--- src/rtl/irqr_pkg.sv ---
package irqr_pkg;
  localparam int WORD_W  = 32;
  localparam int VEC_W   = 6;
  localparam int BIT_MSK = 16;
  localparam int FIRST_LINE_IDX = 16;

  localparam logic [1:0] REG_SEL = 2'd0;
  localparam logic [1:0] REG_WIN = 2'd1;
  localparam logic [1:0] REG_EOI = 2'd2;

  // masked, level mode, low polarity; vector added per line
  localparam logic [WORD_W-1:0] CTRL_RST_BASE = 32'h0001_A000;

  function automatic logic [WORD_W-1:0] unpack_dest(input logic [WORD_W-1:0] d);
    return {4'hF, d[23:16], d[31:24], 12'h000};
  endfunction
endpackage

--- src/rtl/irqr_regs.sv ---
module irqr_regs
  import irqr_pkg::*;
#(
  parameter int LINES = 8,
  parameter int SEL_W = 8,
  parameter logic [31:0] DEST_RST = 32'h00FE_0000
) (
  input  logic                         clk,
  input  logic                         rst,
  input  logic                         cfg_wr,
  input  logic                         cfg_rd,
  input  logic [1:0]                   cfg_addr,
  input  logic [WORD_W-1:0]            cfg_wdata,
  output logic [WORD_W-1:0]            cfg_rdata,
  output logic                         cfg_rvalid,
  output logic [LINES-1:0][WORD_W-1:0] ctrl_o,
  output logic [LINES-1:0][WORD_W-1:0] dest_o,
  output logic                         eoi_valid,
  output logic [VEC_W-1:0]             eoi_vec
);
  localparam int LW          = $clog2(LINES);
  localparam int TABLE_WORDS = FIRST_LINE_IDX + 2 * LINES;
  localparam logic [SEL_W-1:0] IDX_VER  = SEL_W'(1);
  localparam logic [SEL_W-1:0] IDX_BASE = SEL_W'(FIRST_LINE_IDX);
  localparam logic [SEL_W-1:0] IDX_END  = SEL_W'(TABLE_WORDS);
  localparam logic [WORD_W-1:0] VERSION = {16'(TABLE_WORDS), 16'h0001};

  logic [SEL_W-1:0] sel_q;
  logic [SEL_W-1:0] rel;
  logic [LW-1:0]    line;
  logic             in_lines;
  logic             win_wr;
  logic [WORD_W-1:0] rd_d;

  assign rel      = sel_q - IDX_BASE;
  assign line     = rel[LW:1];
  assign in_lines = (sel_q >= IDX_BASE) && (sel_q < IDX_END);
  assign win_wr   = cfg_wr && (cfg_addr == REG_WIN) && in_lines;

  assign eoi_valid = cfg_wr && (cfg_addr == REG_EOI);
  assign eoi_vec   = cfg_wdata[VEC_W-1:0];

  always_ff @(posedge clk) begin
    if (rst) sel_q <= '0;
    else if (cfg_wr && cfg_addr == REG_SEL) sel_q <= cfg_wdata[SEL_W-1:0];
  end

  for (genvar i = 0; i < LINES; i++) begin : g_line
    always_ff @(posedge clk) begin
      if (rst) begin
        ctrl_o[i] <= CTRL_RST_BASE | WORD_W'(i + 2);
        dest_o[i] <= DEST_RST;
      end else if (win_wr && line == LW'(i)) begin
        if (sel_q[0]) dest_o[i] <= cfg_wdata;
        else          ctrl_o[i] <= cfg_wdata;
      end
    end
  end

  always_comb begin
    rd_d = '1;
    case (cfg_addr)
      REG_SEL: rd_d = WORD_W'(sel_q);
      REG_WIN: begin
        if (sel_q == IDX_VER)       rd_d = VERSION;
        else if (sel_q < IDX_BASE)  rd_d = '0;
        else if (in_lines)          rd_d = sel_q[0] ? dest_o[line] : ctrl_o[line];
        else                        rd_d = '1;
      end
      REG_EOI: rd_d = '0;
      default: rd_d = '1;
    endcase
  end

  always_ff @(posedge clk) begin
    if (rst) begin
      cfg_rvalid <= 1'b0;
      cfg_rdata  <= '0;
    end else begin
      cfg_rvalid <= cfg_rd;
      if (cfg_rd) cfg_rdata <= rd_d;
    end
  end
endmodule

--- src/rtl/irqr_events.sv ---
module irqr_events
  import irqr_pkg::*;
#(
  parameter int LINES = 8
) (
  input  logic                         clk,
  input  logic                         rst,
  input  logic [LINES-1:0]             irq_in,
  input  logic [LINES-1:0][WORD_W-1:0] ctrl_i,
  input  logic [LINES-1:0][WORD_W-1:0] dest_i,
  input  logic                         eoi_valid,
  input  logic [VEC_W-1:0]             eoi_vec,
  input  logic                         take_valid,
  input  logic [$clog2(LINES)-1:0]     take_idx,
  output logic [LINES-1:0]             msg_req
);
  localparam int PW = $clog2(LINES);

  logic [LINES-1:0] irq_q;
  logic [LINES-1:0] pend_q;
  logic [LINES-1:0] pend_d;
  logic [LINES-1:0] req_d;
  logic [LINES-1:0] rise;
  logic [LINES-1:0] fall;

  assign rise = irq_in & ~irq_q;
  assign fall = ~irq_in & irq_q;

  // end-of-interrupt first, then line events in index order
  always_comb begin
    pend_d = pend_q;
    req_d  = msg_req;
    if (take_valid) req_d[take_idx] = 1'b0;
    if (eoi_valid) begin
      for (int i = 0; i < LINES; i++) begin
        if (ctrl_i[i][VEC_W-1:0] == eoi_vec) pend_d[ctrl_i[i][PW-1:0]] = 1'b0;
      end
    end
    for (int i = 0; i < LINES; i++) begin
      if (rise[i]) begin
        if (!ctrl_i[i][BIT_MSK] && dest_i[i] != '0) begin
          if (!pend_d[ctrl_i[i][PW-1:0]]) req_d[i] = 1'b1;
          pend_d[ctrl_i[i][PW-1:0]] = 1'b1;
        end else begin
          pend_d[ctrl_i[i][PW-1:0]] = 1'b0;
        end
      end else if (fall[i]) begin
        pend_d[ctrl_i[i][PW-1:0]] = 1'b0;
      end
    end
  end

  always_ff @(posedge clk) begin
    if (rst) begin
      irq_q   <= '0;
      pend_q  <= '0;
      msg_req <= '0;
    end else begin
      irq_q   <= irq_in;
      pend_q  <= pend_d;
      msg_req <= req_d;
    end
  end
endmodule

--- src/rtl/irqr_sender.sv ---
module irqr_sender
  import irqr_pkg::*;
#(
  parameter int LINES = 8
) (
  input  logic                         clk,
  input  logic                         rst,
  input  logic [LINES-1:0]             msg_req,
  input  logic [LINES-1:0][WORD_W-1:0] ctrl_i,
  input  logic [LINES-1:0][WORD_W-1:0] dest_i,
  input  logic                         msg_ack,
  output logic                         msg_valid,
  output logic [WORD_W-1:0]            msg_addr,
  output logic [WORD_W-1:0]            msg_data,
  output logic                         take_valid,
  output logic [$clog2(LINES)-1:0]     take_idx
);
  localparam int LW = $clog2(LINES);

  always_comb begin
    take_idx = '0;
    for (int i = LINES - 1; i >= 0; i--) begin
      if (msg_req[i]) take_idx = LW'(i);
    end
  end

  assign take_valid = (|msg_req) && (!msg_valid || msg_ack);

  always_ff @(posedge clk) begin
    if (rst) begin
      msg_valid <= 1'b0;
      msg_addr  <= '0;
      msg_data  <= '0;
    end else if (take_valid) begin
      msg_valid <= 1'b1;
      msg_addr  <= unpack_dest(dest_i[take_idx]);
      msg_data  <= WORD_W'(ctrl_i[take_idx][VEC_W-1:0]);
    end else if (msg_ack) begin
      msg_valid <= 1'b0;
    end
  end
endmodule

--- src/rtl/irq_redirect_ctrl.sv ---
module irq_redirect_ctrl
  import irqr_pkg::*;
#(
  parameter int LINES = 8,
  parameter int SEL_W = 8,
  parameter logic [31:0] DEST_RST = 32'h00FE_0000
) (
  input  logic             clk,
  input  logic             rst,
  input  logic [LINES-1:0] irq_in,
  input  logic             cfg_wr,
  input  logic             cfg_rd,
  input  logic [1:0]       cfg_addr,
  input  logic [31:0]      cfg_wdata,
  output logic [31:0]      cfg_rdata,
  output logic             cfg_rvalid,
  output logic             msg_valid,
  input  logic             msg_ack,
  output logic [31:0]      msg_addr,
  output logic [31:0]      msg_data
);
  localparam int LW = $clog2(LINES);

  logic [LINES-1:0][WORD_W-1:0] ctrl_w;
  logic [LINES-1:0][WORD_W-1:0] dest_w;
  logic             eoi_valid;
  logic [VEC_W-1:0] eoi_vec;
  logic [LINES-1:0] msg_req;
  logic             take_valid;
  logic [LW-1:0]    take_idx;

  irqr_regs #(.LINES(LINES), .SEL_W(SEL_W), .DEST_RST(DEST_RST)) u_regs (
    .clk(clk), .rst(rst), .cfg_wr(cfg_wr), .cfg_rd(cfg_rd),
    .cfg_addr(cfg_addr), .cfg_wdata(cfg_wdata), .cfg_rdata(cfg_rdata),
    .cfg_rvalid(cfg_rvalid), .ctrl_o(ctrl_w), .dest_o(dest_w),
    .eoi_valid(eoi_valid), .eoi_vec(eoi_vec)
  );

  irqr_events #(.LINES(LINES)) u_events (
    .clk(clk), .rst(rst), .irq_in(irq_in), .ctrl_i(ctrl_w), .dest_i(dest_w),
    .eoi_valid(eoi_valid), .eoi_vec(eoi_vec), .take_valid(take_valid),
    .take_idx(take_idx), .msg_req(msg_req)
  );

  irqr_sender #(.LINES(LINES)) u_sender (
    .clk(clk), .rst(rst), .msg_req(msg_req), .ctrl_i(ctrl_w), .dest_i(dest_w),
    .msg_ack(msg_ack), .msg_valid(msg_valid), .msg_addr(msg_addr),
    .msg_data(msg_data), .take_valid(take_valid), .take_idx(take_idx)
  );
endmodule

--- config.mk ---
export PLATFORM = sky130hd
export DESIGN_NAME = irq_redirect_ctrl
export DESIGN_NICKNAME = d
export VERILOG_FILES = /design/src/rtl/irqr_pkg.sv /design/src/rtl/irqr_regs.sv /design/src/rtl/irqr_events.sv /design/src/rtl/irqr_sender.sv /design/src/rtl/irq_redirect_ctrl.sv
export SDC_FILE = /design/constraint.sdc
export NUM_CORES = 2
export LEC_CHECK = 0
export ABC_CLOCK_PERIOD_IN_PS = 3100
export BUFFER_PORTS_ARGS = -buffer_cell sky130_fd_sc_hd__buf_2
export CAP_MARGIN = 20
export CELL_PAD_IN_SITES_DETAIL_PLACEMENT = 1
export CELL_PAD_IN_SITES_GLOBAL_PLACEMENT = 1
export CORE_AREA = 2 2 281 283
export DETAILED_ROUTE_END_ITERATION = 8
export DIE_AREA = 0 0 283 285
export PLACE_DENSITY_LB_ADDON = 0.15
export SYNTH_ARGS = -nofsm -noshare
export SYNTH_HDL_FRONTEND = slang
export SYNTH_SLANG_ARGS = --single-unit
--- constraint.sdc ---
create_clock -name clk -period 3.1 [get_ports clk]
set_clock_uncertainty 0.15 [all_clocks]
set_input_delay 0 -clock clk [delete_from_list [all_inputs] [get_ports clk]]
set_output_delay 0 -clock clk [all_outputs]
set_load 0.02 [all_outputs]
# After elaboration in Yosys (flattened, before gate mapping)
# Cells that the tools add are included.
[classes]
mux = 122
add_sub_neg = 1
reduce_logical = 69
bitwise = 39
n_lt_le_gt_ge = 22
n_eq_ne = 18
[ops]
columns = ["op", "n"]
rows = [
  ["32-bit binary-select mux with 3-bit select", 4],
  ["8-bit two-way mux", 41],
  ["32-bit nonzero test", 8],
  ["32-bit two-way mux", 7],
  ["8-bit AND", 19],
  ["32-bit case mux with 3 select lines", 1],
  ["8-bit NOT", 11],
  ["8-bit bitwise OR", 8],
  ["6-bit equality test", 8],
  ["1-bit two-way mux", 43],
  ["3-bit by 4-bit < comparator with 1-bit output (second input constant)", 10],
  ["2-bit AND reduction", 16],
  ["1-bit logical AND", 31],
  ["1-bit demux with 3-bit select", 9],
  ["3-bit by 1-bit >= comparator with 1-bit output (second input constant)", 9],
  ["1-bit binary-select mux with 3-bit select", 8],
  ["3-bit two-way mux", 8],
  ["3-bit equality test (second input constant)", 4],
  ["1-bit logical NOT", 9],
  ["8-bit by 1-bit equality test with 1-bit output (second input constant)", 1],
  ["8-bit by 5-bit >= comparator with 1-bit output (second input constant)", 1],
  ["8-bit by 5-bit < comparator with 1-bit output (second input constant)", 1],
  ["8-bit by 6-bit < comparator with 1-bit output (second input constant)", 1],
  ["8-bit OR reduction", 1],
  ["11 further kinds", 12],
]
[totals]
reg_bits = 601
input_bits = 47
word_cells = 296
out_inout_bits = 98

# Longest topological paths before layout
[depth]
ltp_word = 55
mapped_depth = 12
mapped_depth_nobuf = 10

# By module
# From an unflattened synthesis, not the netlist that was laid out.
[hier_totals]
cells_unflattened = 4050
area_unflattened_um2 = 33395.8
[by_module_without_submodules]
columns = ["module", "seq_area_each_um2", "area_each_um2", "instances", "cells_each"]
rows = [
  ["irqr_regs", 11070.6, 24841.3, 1, 2809],
  ["irqr_events", 480.5, 5564.1, 1, 842],
  ["irqr_sender", 480.5, 2990.4, 1, 399],
]

# Least setup slack after synthesis
# No wires, ideal clock.
[synth_timing]
path_kind = "reg-to-reg"
from = "register u_regs.sel_q[1]"
to = "register u_regs.cfg_rdata[16]"
required_time_ps = 2812
stages_incl_launch_ff = 9
setup_ps = 138
n_path_buf = 4
synth_period_minus_slack_ps = 2841
t_arrival_ps = 2553
path_slack_ps = 259
cell_sequence = "dfxtp_1 buf_2 buf_2 buf_1 clkbuf_1 mux4_2 mux4_2 o21ai_0 a211oi_1"
[synth_between]
elab_chain_cells = 8
elab_cells_between_ends = 15
classes_between = "1 x add/sub; 3 x order compare; 1 x eq/ne; 9 x mux; 1 x reduce/logical"
[synth_lines]
columns = ["element", "line_no", "source"]
rows = [
  ["from (decl)", "irqr_regs.sv:28", "logic [SEL_W-1:0] sel_q;"],
  ["from (signal assigned)", "irqr_regs.sv:45", "else if (cfg_wr && cfg_addr == REG_SEL) sel_q <= cfg_wdata[SEL_W-1:0];"],
  ["4-bit by 1-bit subtractor with 4-bit output", "irqr_regs.sv:35", "assign rel = sel_q - IDX_BASE;"],
  ["32-bit binary-select mux with 3-bit select", "irqr_regs.sv:67", "else if (in_lines) rd_d = sel_q[0] ? dest_o[line] : ctrl_o[line];"],
  ["32-bit two-way mux (implied by the code)", "irqr_regs.sv:67", ""],
  ["32-bit two-way mux (2 in a row)", "irqr_regs.sv:67", ""],
  ["32-bit two-way mux", "irqr_regs.sv:66", "else if (sel_q < IDX_BASE) rd_d = '0;"],
  ["32-bit two-way mux *", "irqr_regs.sv:65", "if (sel_q == IDX_VER) rd_d = VERSION;"],
  ["32-bit case mux with 3 select lines *", "irqr_regs.sv:62", "case (cfg_addr)"],
  ["to (signal assigned)", "irqr_regs.sv:81", "if (cfg_rd) cfg_rdata <= rd_d;"],
  ["to (decl)", "irqr_regs.sv:14", "output logic [WORD_W-1:0] cfg_rdata,"],
]
# Mark *: on every way between the ends. The rest lies on a longest branch, timed or not. The select of a mux whose other input is x is not followed.
# A chain may end at the register's enable or synchronous reset.

# Worst setup path after layout
[layout_timing]
from = "register u_regs.dest_o[59] in the netlist's numbering"
to = "register u_events.msg_req[7]"
[layout_between]
elab_chain_cells = 24
elab_cells_between_ends = 34
classes_between = "22 x mux; 10 x bitwise; 2 x reduce/logical"
[layout_lines]
columns = ["element", "line_no", "source"]
rows = [
  ["from (decl)", "irqr_regs.sv:17", "output logic [LINES-1:0][WORD_W-1:0] dest_o,"],
  ["from (signal, indexed assignment)", "irqr_regs.sv:54", "if (sel_q[0]) dest_o[i] <= cfg_wdata;"],
  ["32-bit nonzero test *", "irqr_events.sv:41", "if (!ctrl_i[i][BIT_MSK] && dest_i[i] != '0) begin"],
  ["1-bit logical AND *", "irqr_events.sv:41", ""],
  ["8-bit two-way mux *", "irqr_events.sv:41", ""],
  ["8-bit two-way mux *", "irqr_events.sv:40", "if (rise[i]) begin"],
  ["8-bit AND (no line) or 8-bit bitwise OR (tied branches)", "-", ""],
  ["8-bit two-way mux, on equally long branches", "irqr_events.sv:47, irqr_events.sv:41", ""],
  ["8-bit two-way mux *", "irqr_events.sv:40", ""],
  ["8-bit AND (no line) or 8-bit bitwise OR (tied branches)", "-", ""],
  ["[... 8 more ...]", "-", ""],
  ["8-bit AND (no line) or 8-bit bitwise OR (tied branches)", "-", ""],
  ["8-bit two-way mux, on equally long branches", "irqr_events.sv:47, irqr_events.sv:41", ""],
  ["8-bit two-way mux *", "irqr_events.sv:40", ""],
  ["1-bit binary-select mux with 3-bit select *", "irqr_events.sv:42", "if (!pend_d[ctrl_i[i][PW-1:0]]) req_d[i] = 1'b1;"],
  ["1-bit two-way mux (implied by the code) *", "irqr_events.sv:42", ""],
  ["1-bit two-way mux *", "irqr_events.sv:42", ""],
  ["1-bit two-way mux *", "irqr_events.sv:41", ""],
  ["1-bit two-way mux *", "irqr_events.sv:40", ""],
  ["to (signal assigned)", "irqr_events.sv:61", "msg_req <= req_d;"],
  ["to (decl)", "irqr_events.sv:15", "output logic [LINES-1:0] msg_req"],
]
# Marks and branches as above.

==> impl_results.md <==
- Starting Density: 0.3946
- Vias per cell: 5.886
- MaxCap Viol Count: 0
- Num CTS Buffers: 71
- Switch share: 0.2472
- Final #Nets: 4308
- Via count: 31.59k
- Rows: 103
- Worst setup path category: register to register
- Failing checks: setup timing
- First-iteration detailed-routing DRC count: 3061
- Tmin final: 3253 ps
- Residual DRC count: 0
- CP Max Fanout: 8
- Pins Over Slew Limit: 0
- Number of global-route vias before repair: 31.86k
- Worst slew pin tran: 1141 ps
- Tcrit/Tclk final: 1.049
- Clock transition at path regs: 60 ps
- Syn Inst Count: 3848
- Routed WL per cell: 25.59 µm
- Die footprint: 80660 µm²
- P_leak: 14.32 nW
- Largest net degree at the start of global routing: 91
- Num Clock Sinks: 601
- Hold crit path type: input pin to register
- Clock Path Buffers: 3
- Part of the power in registers: 0.445
- Maximum VDD drop: 0.4147 mV
- Placer Congestion: 1.006
- Synth top area cells: dfxtp_1 39%, nand2_1 15%, mux4_2 12%
- Final Hold Violating Endpoints: 0
- Top cell type's share of synthesized area: 0.3910
- CP endpoint kind: register
- P_sw: 4.331 mW
- Finish-stage setup viols: 5
- Fin worst setup slack: -153.4 ps
- FMAX: 0.3074 GHz
- Number of synthesized flops with an enable pin: 0
- Drt first pass iters: 8
- First-pass GRT wire length: 206100 µm
- Total global routing overflow: 0
- Outcome: finished with violations
- Asr flop ratio synth: 0
- Synthesis warning total: 0
- Clock latency on the worst-skew pair: 620 ps
- Core area: 77970 µm²
- Root buffer cell: clkbuf_16
- Comb power frac: 0.061
- DRT antenna net count: 0
- GRT Total Usage: 0.3340
- CTS tree: done
- Die width: 283 µm
- Req. time, crit path: 3480 ps
- Main synth FF type: dfxtp_1
- Detailed Place HPWL: 98960 µm
- Cell Area, Synth: 30770 µm²
- Syn-to-layout area delta: 26.88%
- Post-synth top cells: 1218 x nand2_1, 601 x dfxtp_1, 480 x a21oi_1
- Pwr/cell area: 448.9 nW/µm²
- Max_slew headroom: 0.2373
- Die Y: 285 µm
- Share of cells above drive strength 1: 0.2373
- Final core utilization: 0.5007
- Count leader, synth: nand2_1
- Ports: 145
- Cell Int Power: 13.19 mW
- Initial antenna violation count: 6
- Top cell type by total area after synthesis: dfxtp_1
- Synthesized flop and latch total: 601
- Final hold slack: 190.4 ps
- CP Launch Type: register
- CP arrival: 3630 ps
- CTS H-Tree Depth: 3
- Sum Neg Setup Slack: -430.0 ps
- Distinct cell type count after synthesis: 76
- RSZ-0062 raised after global routing: yes
- Mean Syn Cell Area: 7.996 µm²
- Routed WL: 137400 µm
- I/O Buffers: 106
- Clk pwr share: 0.494
- Sequential area share after synthesis: 0.3910
-- cell families after synthesis --
logic type,synth area share
other,0.0001219
buffers and inverters,0.05661
AO/OA/AOI/OAI,0.1504
flip-flops,0.3910
AND/OR/NAND/NOR,0.2688
multiplexers,0.1178
XOR/XNOR,0.01525
-- layout make-up --
class | instances | area (µm²)
Tap cell | 1050 | 1314
Fill cell | 9320 | 38930
Timing Repair Buffer | 691 | 5587
Inverter | 17 | 63.81
Clock inverter | 25 | 340.3
Sequential cell | 601 | 12050
Clock buffer | 102 | 2024
Multi-Input combinational cell | 2879 | 17660
Antenna cell | 2 | 5.005
-- power groups by stage --
| stage | clock [mW] | combinational, mW | sequential (mW) |
|---|---|---|---|
| after global placement | 0 | 0.985 | 7.97 |
| after global routing | 9.10 | 1.12 | 7.80 |
| final | 8.66 | 1.06 | 7.80 |
| after floorplan | 0 | 0.601 | 7.99 |
| after CTS | 8.75 | 1.05 | 7.80 |
| after detailed placement | 0 | 0.985 | 7.97 |
-- worst paths after layout --
path                                      startpoint                                 end  slack, ps  cells after the start
setup / recovery      u_regs.dest_o[59]$_SDFFE_PP0P_      u_events.msg_req[7]$_SDFF_PP0_       -150                     15
hold / removal                          cfg_wdata[1]      u_regs.ctrl_o[97]$_SDFFE_PP0P_        190                      4
setup reg to reg      u_regs.dest_o[59]$_SDFFE_PP0P_      u_events.msg_req[7]$_SDFF_PP0_       -150                     15
hold reg to reg   u_sender.msg_addr[15]$_SDFFE_PP0P_  u_sender.msg_addr[15]$_SDFFE_PP0P_        300                      2
-- layout by cell type (no fill, tap or decap), types with 12 or more instances in the layout --
cell and instances:
buf_12 41, and2_1 12, a21oi_1 472, o21ai_0 69, a211oi_1 28, nand4_1 26
nand3_1 118, clkbuf_16 72, nor2b_1 31, nor4_1 54, xor2_1 40, nor2_1 134
conb_1 38, nand2b_1 22, a222oi_1 44, dlygate4sd3_1 55, buf_2 105, inv_1 17
mux4_2 160, nand3b_1 113, nor3_1 27, clkbuf_1 19, nand2_1 1211, dfxtp_1 595
buf_4 488
-- metal layers --
| metal | vias up | wire [µm] | GRT usage |
|---|---|---|---|
| met1 | 15960 | 58560 | 0.4466 |
| met4 | 2 | 5745 | 0.1355 |
| met5 | - | 13 | 0 |
| met3 | 228 | 9743 | 0.05304 |
| li1 | 14220 | - | - |
| met2 | 1179 | 63290 | 0.5396 |
-- flip-flops by register name, indices dropped and copies added (netlist names), 6 cells and up --
signal / cells
u_regs.ctrl_o: 256
u_regs.dest_o: 256
u_regs.cfg_rdata: 32
u_sender.msg_addr: 17
u_events.irq_q: 8
u_events.msg_req: 8
u_events.pend_q: 8
u_regs.sel_q: 8
u_sender.msg_data: 6
-- worst max-delay path, stage by stage, from the launching register on --
cell	delay (ps)
dfxtp_1	340
nor4_4	400
buf_4	170
nand4_1	80
buf_4	180
o21ai_4	190
buf_4	210
o32ai_1	90
a32oi_1	160
buf_4	150
a31oi_1	90
a211oi_2	180
buf_4	180
and3_4	200
a311oi_1	60
a311oi_2	300
-- metrics by stage --
stage | setup WS (ps) | std cells | cell area [µm²] | power [mW]
after floorplan | 259.1 | 3885 | 30910 | 8.592
after CTS | -93.92 | 5364 | 38870 | 17.60
final | -153.4 | 5367 | 39040 | 17.52
after global placement | -508.7 | 5178 | 35720 | 8.958
after detailed placement | -552.9 | 5178 | 35720 | 8.959
after global routing | -237.3 | 5365 | 39030 | 18.03
-- what timing repair did --
action	CTS	global route
setup buffers	5	2
gates resized for setup	43	32
endpoints found under the setup margin	16	16
hold endpoints to repair	576	0
pin swaps	14	7
hold buffers	55	0
Note: power is estimated with default switching activity, not from simulation.
